`config.mk`:
```
export PLATFORM = sky130hd
export DESIGN_NAME = wdog_lockable
export DESIGN_NICKNAME = d
export VERILOG_FILES = /design/src/rtl/wdog_pkg.sv /design/src/rtl/wdog_cfg.sv /design/src/rtl/wdog_core.sv /design/src/rtl/wdog_rstgen.sv /design/src/rtl/wdog_lockable.sv
export SDC_FILE = /design/constraint.sdc
export NUM_CORES = 1
export LEC_CHECK = 0
export ABC_AREA = 1
export BUFFER_PORTS_ARGS = -buffer_cell sky130_fd_sc_hd__buf_2
export CAP_MARGIN = 20
export CORE_MARGIN = 4
export CORE_UTILIZATION = 56
export CTS_CLUSTER_SIZE = 28
export DETAILED_ROUTE_END_ITERATION = 12
export GPL_TIMING_DRIVEN = 0
export PLACE_DENSITY = 0.78
export SLEW_MARGIN = 20
export SYNTH_ARGS = -nofsm -noshare
export SYNTH_HDL_FRONTEND = slang
export SYNTH_SLANG_ARGS = --single-unit
```
`constraint.sdc`:
```
create_clock -name clk -period 4.2 [get_ports clk]
set_input_delay 0.63 -clock clk [delete_from_list [all_inputs] [get_ports clk]]
set_output_delay 0.63 -clock clk [all_outputs]
set_load 0.05 [all_outputs]
```
`src/rtl/wdog_pkg.sv`:
```
package wdog_pkg;

  localparam int ADDR_W = 12;

  // register byte offsets
  localparam logic [ADDR_W-1:0] OFS_LOAD  = 12'h000;
  localparam logic [ADDR_W-1:0] OFS_VALUE = 12'h004;
  localparam logic [ADDR_W-1:0] OFS_CTL   = 12'h008;
  localparam logic [ADDR_W-1:0] OFS_ICR   = 12'h00C;
  localparam logic [ADDR_W-1:0] OFS_RIS   = 12'h010;
  localparam logic [ADDR_W-1:0] OFS_MIS   = 12'h014;
  localparam logic [ADDR_W-1:0] OFS_TEST  = 12'h418;
  localparam logic [ADDR_W-1:0] OFS_LOCK  = 12'hC00;

  localparam logic [31:0] UNLOCK_KEY = 32'h1ACCE551;

  localparam int CTL_EN_BIT     = 0;
  localparam int CTL_RSTEN_BIT  = 1;
  localparam int CTL_ITYPE_BIT  = 2;
  localparam int TEST_STALL_BIT = 8;
  localparam int ICR_CLR_BIT    = 0;

  typedef struct packed {
    logic itype;
    logic rsten;
    logic en;
  } ctl_t;

  typedef enum logic [3:0] {
    SEL_NONE,
    SEL_LOAD,
    SEL_VALUE,
    SEL_CTL,
    SEL_ICR,
    SEL_RIS,
    SEL_MIS,
    SEL_TEST,
    SEL_LOCK
  } reg_sel_e;

  function automatic reg_sel_e decode(input logic [ADDR_W-1:0] a);
    reg_sel_e s;
    case (a)
      OFS_LOAD:  s = SEL_LOAD;
      OFS_VALUE: s = SEL_VALUE;
      OFS_CTL:   s = SEL_CTL;
      OFS_ICR:   s = SEL_ICR;
      OFS_RIS:   s = SEL_RIS;
      OFS_MIS:   s = SEL_MIS;
      OFS_TEST:  s = SEL_TEST;
      OFS_LOCK:  s = SEL_LOCK;
      default:   s = SEL_NONE;
    endcase
    return s;
  endfunction

endpackage

```
`src/rtl/wdog_cfg.sv`:
```
module wdog_cfg
  import wdog_pkg::*;
#(
  parameter int CNT_W  = 32,
  parameter int DATA_W = 32
) (
  input  logic              clk,
  input  logic              rst_n,
  input  logic [ADDR_W-1:0] addr,
  input  logic [DATA_W-1:0] wdata,
  input  logic              we,
  input  logic              re,
  input  logic [CNT_W-1:0]  cnt,
  input  logic              ris,
  output logic [CNT_W-1:0]  load_q,
  output ctl_t              ctl_q,
  output logic              stall_q,
  output logic              locked_q,
  output logic              load_acc,
  output logic              en_rise,
  output logic              icr_clr,
  output logic [DATA_W-1:0] rdata
);

  reg_sel_e sel;
  logic ctl_acc, test_wr, lock_wr;
  logic [CNT_W-1:0] load_d;
  ctl_t ctl_d;
  logic stall_d, locked_d;

  assign sel = decode(addr);

  // write qualification: lock gates only the load and control registers
  always_comb begin
    load_acc = we && (sel == SEL_LOAD) && !locked_q;
    ctl_acc  = we && (sel == SEL_CTL)  && !locked_q;
    test_wr  = we && (sel == SEL_TEST);
    lock_wr  = we && (sel == SEL_LOCK);
    icr_clr  = we && (sel == SEL_ICR) && wdata[ICR_CLR_BIT];
    en_rise  = ctl_acc && wdata[CTL_EN_BIT] && !ctl_q.en;
  end

  // next state
  always_comb begin
    load_d   = load_q;
    ctl_d    = ctl_q;
    stall_d  = stall_q;
    locked_d = locked_q;
    if (load_acc) load_d = wdata[CNT_W-1:0];
    if (ctl_acc) begin
      ctl_d.en    = ctl_q.en | wdata[CTL_EN_BIT];
      ctl_d.rsten = wdata[CTL_RSTEN_BIT];
      ctl_d.itype = wdata[CTL_ITYPE_BIT];
    end
    if (test_wr) stall_d = wdata[TEST_STALL_BIT];
    if (lock_wr) locked_d = (wdata != UNLOCK_KEY);
  end

  // registers with explicit enables
  always_ff @(posedge clk or negedge rst_n) begin
    if (!rst_n) begin
      load_q   <= '1;
      ctl_q    <= '0;
      stall_q  <= 1'b0;
      locked_q <= 1'b0;
    end else begin
      if (load_acc) load_q   <= load_d;
      if (ctl_acc)  ctl_q    <= ctl_d;
      if (test_wr)  stall_q  <= stall_d;
      if (lock_wr)  locked_q <= locked_d;
    end
  end

  // read mux
  always_comb begin
    rdata = '0;
    if (re) begin
      case (sel)
        SEL_LOAD:  rdata[CNT_W-1:0] = load_q;
        SEL_VALUE: rdata[CNT_W-1:0] = cnt;
        SEL_CTL: begin
          rdata[CTL_EN_BIT]    = ctl_q.en;
          rdata[CTL_RSTEN_BIT] = ctl_q.rsten;
          rdata[CTL_ITYPE_BIT] = ctl_q.itype;
        end
        SEL_RIS:   rdata[0] = ris;
        SEL_MIS:   rdata[0] = ris & ctl_q.en;
        SEL_TEST:  rdata[TEST_STALL_BIT] = stall_q;
        SEL_LOCK:  rdata[0] = locked_q;
        default:   rdata = '0;
      endcase
    end
  end

endmodule

```
`src/rtl/wdog_core.sv`:
```
module wdog_core #(
  parameter int CNT_W = 32
) (
  input  logic             clk,
  input  logic             rst_n,
  input  logic             en,
  input  logic             rsten,
  input  logic             stall,
  input  logic             dbg_halt,
  input  logic             frozen,
  input  logic             load_acc,
  input  logic             en_rise,
  input  logic             icr_clr,
  input  logic [CNT_W-1:0] load_val,
  input  logic [CNT_W-1:0] wr_val,
  output logic [CNT_W-1:0] cnt_q,
  output logic             ris_q,
  output logic             rst_trig
);

  logic tick, hit_zero, wr_now, expire;
  logic [CNT_W-1:0] cnt_d;
  logic cnt_upd, ris_d, ris_upd;

  always_comb begin
    tick     = en && !frozen && !(stall && dbg_halt);
    hit_zero = (cnt_q == '0);
    wr_now   = load_acc && en && !frozen;
    expire   = !frozen &&
               ((wr_now && (wr_val == '0)) ||
                (!wr_now && !en_rise && tick && hit_zero));
    rst_trig = expire && ris_q && rsten;
  end

  // counter next state
  always_comb begin
    cnt_d   = cnt_q;
    cnt_upd = 1'b0;
    if (rst_trig) begin
      cnt_d   = '0;
      cnt_upd = 1'b1;
    end else if (frozen) begin
      cnt_upd = 1'b0;
    end else if (wr_now) begin
      cnt_d   = wr_val;
      cnt_upd = 1'b1;
    end else if (en_rise) begin
      cnt_d   = load_val;
      cnt_upd = 1'b1;
    end else if (tick) begin
      cnt_d   = hit_zero ? load_val : cnt_q - CNT_W'(1);
      cnt_upd = 1'b1;
    end
  end

  // timeout flag: an expiry outranks a clear in the same cycle
  always_comb begin
    ris_upd = expire || icr_clr;
    ris_d   = expire;
  end

  always_ff @(posedge clk or negedge rst_n) begin
    if (!rst_n) begin
      cnt_q <= '0;
      ris_q <= 1'b0;
    end else begin
      if (cnt_upd) cnt_q <= cnt_d;
      if (ris_upd) ris_q <= ris_d;
    end
  end

endmodule

```
`src/rtl/wdog_rstgen.sv`:
```
module wdog_rstgen #(
  parameter int RST_CYCLES = 4
) (
  input  logic clk,
  input  logic rst_n,
  input  logic trig,
  output logic sysrst,
  output logic frozen_q
);

  localparam int CW = $clog2(RST_CYCLES + 1);

  logic [CW-1:0] rcnt_q, rcnt_d;
  logic rcnt_upd;

  always_comb begin
    rcnt_d   = rcnt_q;
    rcnt_upd = 1'b0;
    if (trig) begin
      rcnt_d   = CW'(RST_CYCLES);
      rcnt_upd = 1'b1;
    end else if (rcnt_q != '0) begin
      rcnt_d   = rcnt_q - CW'(1);
      rcnt_upd = 1'b1;
    end
  end

  always_ff @(posedge clk or negedge rst_n) begin
    if (!rst_n) begin
      rcnt_q   <= '0;
      frozen_q <= 1'b0;
    end else begin
      if (rcnt_upd) rcnt_q <= rcnt_d;
      if (trig)     frozen_q <= 1'b1;
    end
  end

  assign sysrst = (rcnt_q != '0);

endmodule

```
`src/rtl/wdog_lockable.sv`:
```
module wdog_lockable
  import wdog_pkg::*;
#(
  parameter int CNT_W      = 32,
  parameter int DATA_W     = 32,
  parameter int RST_CYCLES = 4
) (
  input  logic              clk,
  input  logic              rst_n,
  input  logic [ADDR_W-1:0] bus_addr,
  input  logic [DATA_W-1:0] bus_wdata,
  input  logic              bus_we,
  input  logic              bus_re,
  output logic [DATA_W-1:0] bus_rdata,
  input  logic              dbg_halt,
  output logic              irq_o,
  output logic              nmi_o,
  output logic              sysrst_o
);

  logic [CNT_W-1:0] load_q, cnt_q;
  ctl_t ctl_q;
  logic stall_q, locked_q, ris_q;
  logic load_acc, en_rise, icr_clr, rst_trig, frozen_q;
  logic en_s, rsten_s, itype_s;

  assign en_s    = ctl_q.en;
  assign rsten_s = ctl_q.rsten;
  assign itype_s = ctl_q.itype;

  wdog_cfg #(.CNT_W(CNT_W), .DATA_W(DATA_W)) u_cfg (
    .clk      (clk),
    .rst_n    (rst_n),
    .addr     (bus_addr),
    .wdata    (bus_wdata),
    .we       (bus_we),
    .re       (bus_re),
    .cnt      (cnt_q),
    .ris      (ris_q),
    .load_q   (load_q),
    .ctl_q    (ctl_q),
    .stall_q  (stall_q),
    .locked_q (locked_q),
    .load_acc (load_acc),
    .en_rise  (en_rise),
    .icr_clr  (icr_clr),
    .rdata    (bus_rdata)
  );

  wdog_core #(.CNT_W(CNT_W)) u_core (
    .clk      (clk),
    .rst_n    (rst_n),
    .en       (en_s),
    .rsten    (rsten_s),
    .stall    (stall_q),
    .dbg_halt (dbg_halt),
    .frozen   (frozen_q),
    .load_acc (load_acc),
    .en_rise  (en_rise),
    .icr_clr  (icr_clr),
    .load_val (load_q),
    .wr_val   (bus_wdata[CNT_W-1:0]),
    .cnt_q    (cnt_q),
    .ris_q    (ris_q),
    .rst_trig (rst_trig)
  );

  wdog_rstgen #(.RST_CYCLES(RST_CYCLES)) u_rst (
    .clk      (clk),
    .rst_n    (rst_n),
    .trig     (rst_trig),
    .sysrst   (sysrst_o),
    .frozen_q (frozen_q)
  );

  // interrupt routing by type bit
  assign irq_o = ris_q & en_s & ~itype_s;
  assign nmi_o = ris_q & en_s &  itype_s;

endmodule

```
==> impl_metrics.yaml <==
logic_synthesis:
  synth_area_per_cell_um2: 6.08
  postSynthNetCount: 988
  ys_ff_latch: 74
  synth_top_area_cell: "nand2_1"
  synth_cell_types: 35
  seq_area_frac_synth_pct: 33.2
  yosysWarnings: 0
  synth_edf_count: 0
  synth_area_leaders: "nand2_1 22%, dfrtp_1 18%, dfstp_2 15%"
  yosys.area.top_type_share_pct: 22.1
  yosysMostFrequentCell: "nand2_1"
  synth_ff_type: "dfrtp_1"
  netlist_area_um2: 5690
  ys_top_cells_by_count: "336 x nand2_1, 147 x nor2_1, 83 x inv_1"
  async_flop_share_pct: 100
  syn_inst: 936
critical_path:
  cp.required_ps: 3570
  crit_arrival_ps: 2700
  start_kind: "primary input"
  r2r_cells: 11
  path_max_fanout: 10
  setup.worst_path.end_class: "primary output"
  r2r_setup_slack_ps: 1610
  crit_type: "in -> out"
power_and_ir_drop:
  p_sw_share_pct: 27.1
  power_switching_mw: 0.380
  power.leakage_nw: 3.28
  power_frac_seq_pct: 51.2
  p_int_mw: 1.02
  pwr-share-comb_pct: 6.2
  powerDensity_nw_per_um2: 216
  max-vdd-ir-drop_v: 0.000175
  p_clk_share_pct: 42.5
timing:
  finalClockSkew_ps: 18.2
  fin_tns_setup_ps: 0
  slew_headroom_pct: 50.9
  rsz0062_at_grt: "no"
  post-route-period-util_pct: 79.4
  finalHoldViolations: 0
  worstMarginPinSlew_ps: 737
  fmax_ghz: 0.300
  maxSlewViolCount: 0
  post-route-min-period_ps: 3330
  setup_viol: 0
place:
  gp_congestion: 1.03
  port_buffers: 82
  placed_area_um2: 6300
  dp_hpwl_um: 14800
floorplanning:
  fp.dieW_um: 109
  die-area_um2: 11800
  ios: 84
  row_count: 36
  coreArea_um2: 9820
  start_util_pct: 58.0
  fp.dieH_um: 109
min_path:
  min_path_type: "in -> async"
routing:
  viasPerCell: 5.67
  firstDrtPassIters: 7
  drcViolationCount: 0
  detail-route-antenna-nets: 0
  routedWlPerCell_um: 16.8
  vias: 6618
  drt_iter0_drc: 767
  wirelength_um: 19600
cts:
  hold_buffers: 0
  clk_path_buf_depth: 2
  clock_latency_ps: 370
  cts_root_buffer: "clkbuf_8"
  postCtsSetupBuffers: 0
  cts_sinks: 74
  path_clk_slew_ps: 100
  cts_tree: "done"
  cts_buffers: 9
  post_cts_resized: 0
  htreeDepth: 3
cells_and_area:
  n_antenna_cell: 0
  drive_gt1_share_pct: 16.0
  nets: 1082
  syn_to_final_growth_pct: 14.2
  design_area_um2: 6500
global_routing:
  grt_usage_pct: 34.0
  gr-total-overflow: 0
  grt_pass1_vias: 5919
  grt_max_degree: 59
  antenna_found_initial: 0
  grt_pass1_wl_um: 30800
outcome:
  status: "complete, no violations"
job:
  cap_violations: 0
per-stage QoR:
step | util [%] | setup WS, ps | cells | total power, mW | hold slack [ps]
after global routing | 66.2 | 638 | 1168 | 1.44 | 138
after CTS | 66.2 | 938 | 1168 | 1.39 | 141
after detailed placement | 64.2 | 936 | 1152 | 0.818 | 473
after global placement | 63.9 | 944 | 1151 | 0.813 | 468
final | 66.2 | 865 | 1168 | 1.40 | 124
after floorplan | - | 1140 | 936 | 0.757 | 334
worst paths after layout:
check	endpoint	start
max in group asynchronous	u_cfg.load_q[0]$_DFFE_PN1N_	rst_n
hold / removal	u_rst.rcnt_q[1]$_DFFE_PN0P_	rst_n
hold reg to reg	u_cfg.load_q[30]$_DFFE_PN1N_	u_cfg.load_q[30]$_DFFE_PN1N_
setup / recovery	bus_rdata[14]	bus_addr[11]
setup reg to reg	u_core.cnt_q[14]$_DFFE_PN0P_	u_core.cnt_q[0]$_DFFE_PN0P_
min in group clk	u_cfg.load_q[26]$_DFFE_PN1N_	bus_wdata[26]
per-layer routing:
| layer | track usage, % | part of all wire, % | wire, um | up-vias |
|---|---|---|---|---|
| li1 | - | - | - | 3170 |
| met1 | 48.9 | 41 | 8120 | 3010 |
| met4 | 10.0 | 2.7 | 523 | 0 |
| met2 | 51.5 | 44 | 8550 | 385 |
| met3 | 7.16 | 12 | 2370 | 53 |
| met5 | 0 | 0 | 0 | - |
critical path, cell delays in order:
cell,delay [ps]
buf_2,120
nor2_1,60
nand2_2,120
inv_1,90
nand2_1,130
nor2_1,70
nor2_1,220
nand2_1,80
nor2_1,250
buf_2,320
nand2_1,90
a21oi_1,220
buf_2,310
power by group through the flow:
stage	combinational, mW	sequential, mW	clock [mW]
floorplan	0.0268	0.730	0
global placement	0.0823	0.731	0
detailed placement	0.0870	0.731	0
CTS	0.0872	0.718	0.589
global route	0.0977	0.718	0.621
finish	0.0876	0.718	0.597
state kept, by name (all words and copies together), names as in the netlist:
register	cells
u_core.ris_q	1
u_cfg.load_q	32
u_cfg.ctl_q	3
u_rst.rcnt_q	3
u_cfg.stall_q	1
u_rst.frozen_q	1
u_cfg.locked_q	1
u_core.cnt_q	32
layout make-up:
class                           instances  area [um2]
Inverter                               87         329
Timing Repair Buffer                   83         440
Buffer                                 37         171
Fill cell                            1000        3320
Clock inverter                          7        76.3
Clock buffer                            9         124
Tap cell                              133         166
Sequential cell                        74        1890
Multi-Input combinational cell        738        3300
kinds of logic (layout without fill, tap and decap cells):
logic type / count (synthesis) / in the layout / synth area share, %
simple gates: 601 / 601 / 43.7
fa+ha+maj: 3 / 3 / 0.659
flops: 74 / 74 / 33.2
xor+xnor: 16 / 16 / 2.46
compound gates: 117 / 117 / 11.0
buf+inv: 124 / 223 / 8.79
mux: 1 / 1 / 0.198
layout by cell type, fill, tap and decap left out, types with 2 or more instances in the layout:
cell type   Yosys  layout
nand4_1        24      24
inv_4           1       2
clkbuf_8        0       9
nor2_1        147     147
inv_2           2       2
inv_6           0       2
xor2_1         13      13
nand2_1       336     336
nor2_2          4       4
o21ai_0        52      52
dfrtp_1        42      42
nand3_1        70      70
clkinvlp_4      0       3
inv_1          83      83
nand3b_1        4       4
a21oi_1        53      53
xnor2_1         3       3
ha_1            3       3
dfstp_2        32      32
buf_2           8      89
nand4_2         2       2
buf_4           2       3
buf_1           2       2
buf_6           2       2
a21oi_2         8       8
clkbuf_1       23      23
nor4_1          3       3
nor3_1          7       7
Note: power is estimated with default switching activity, not from simulation.
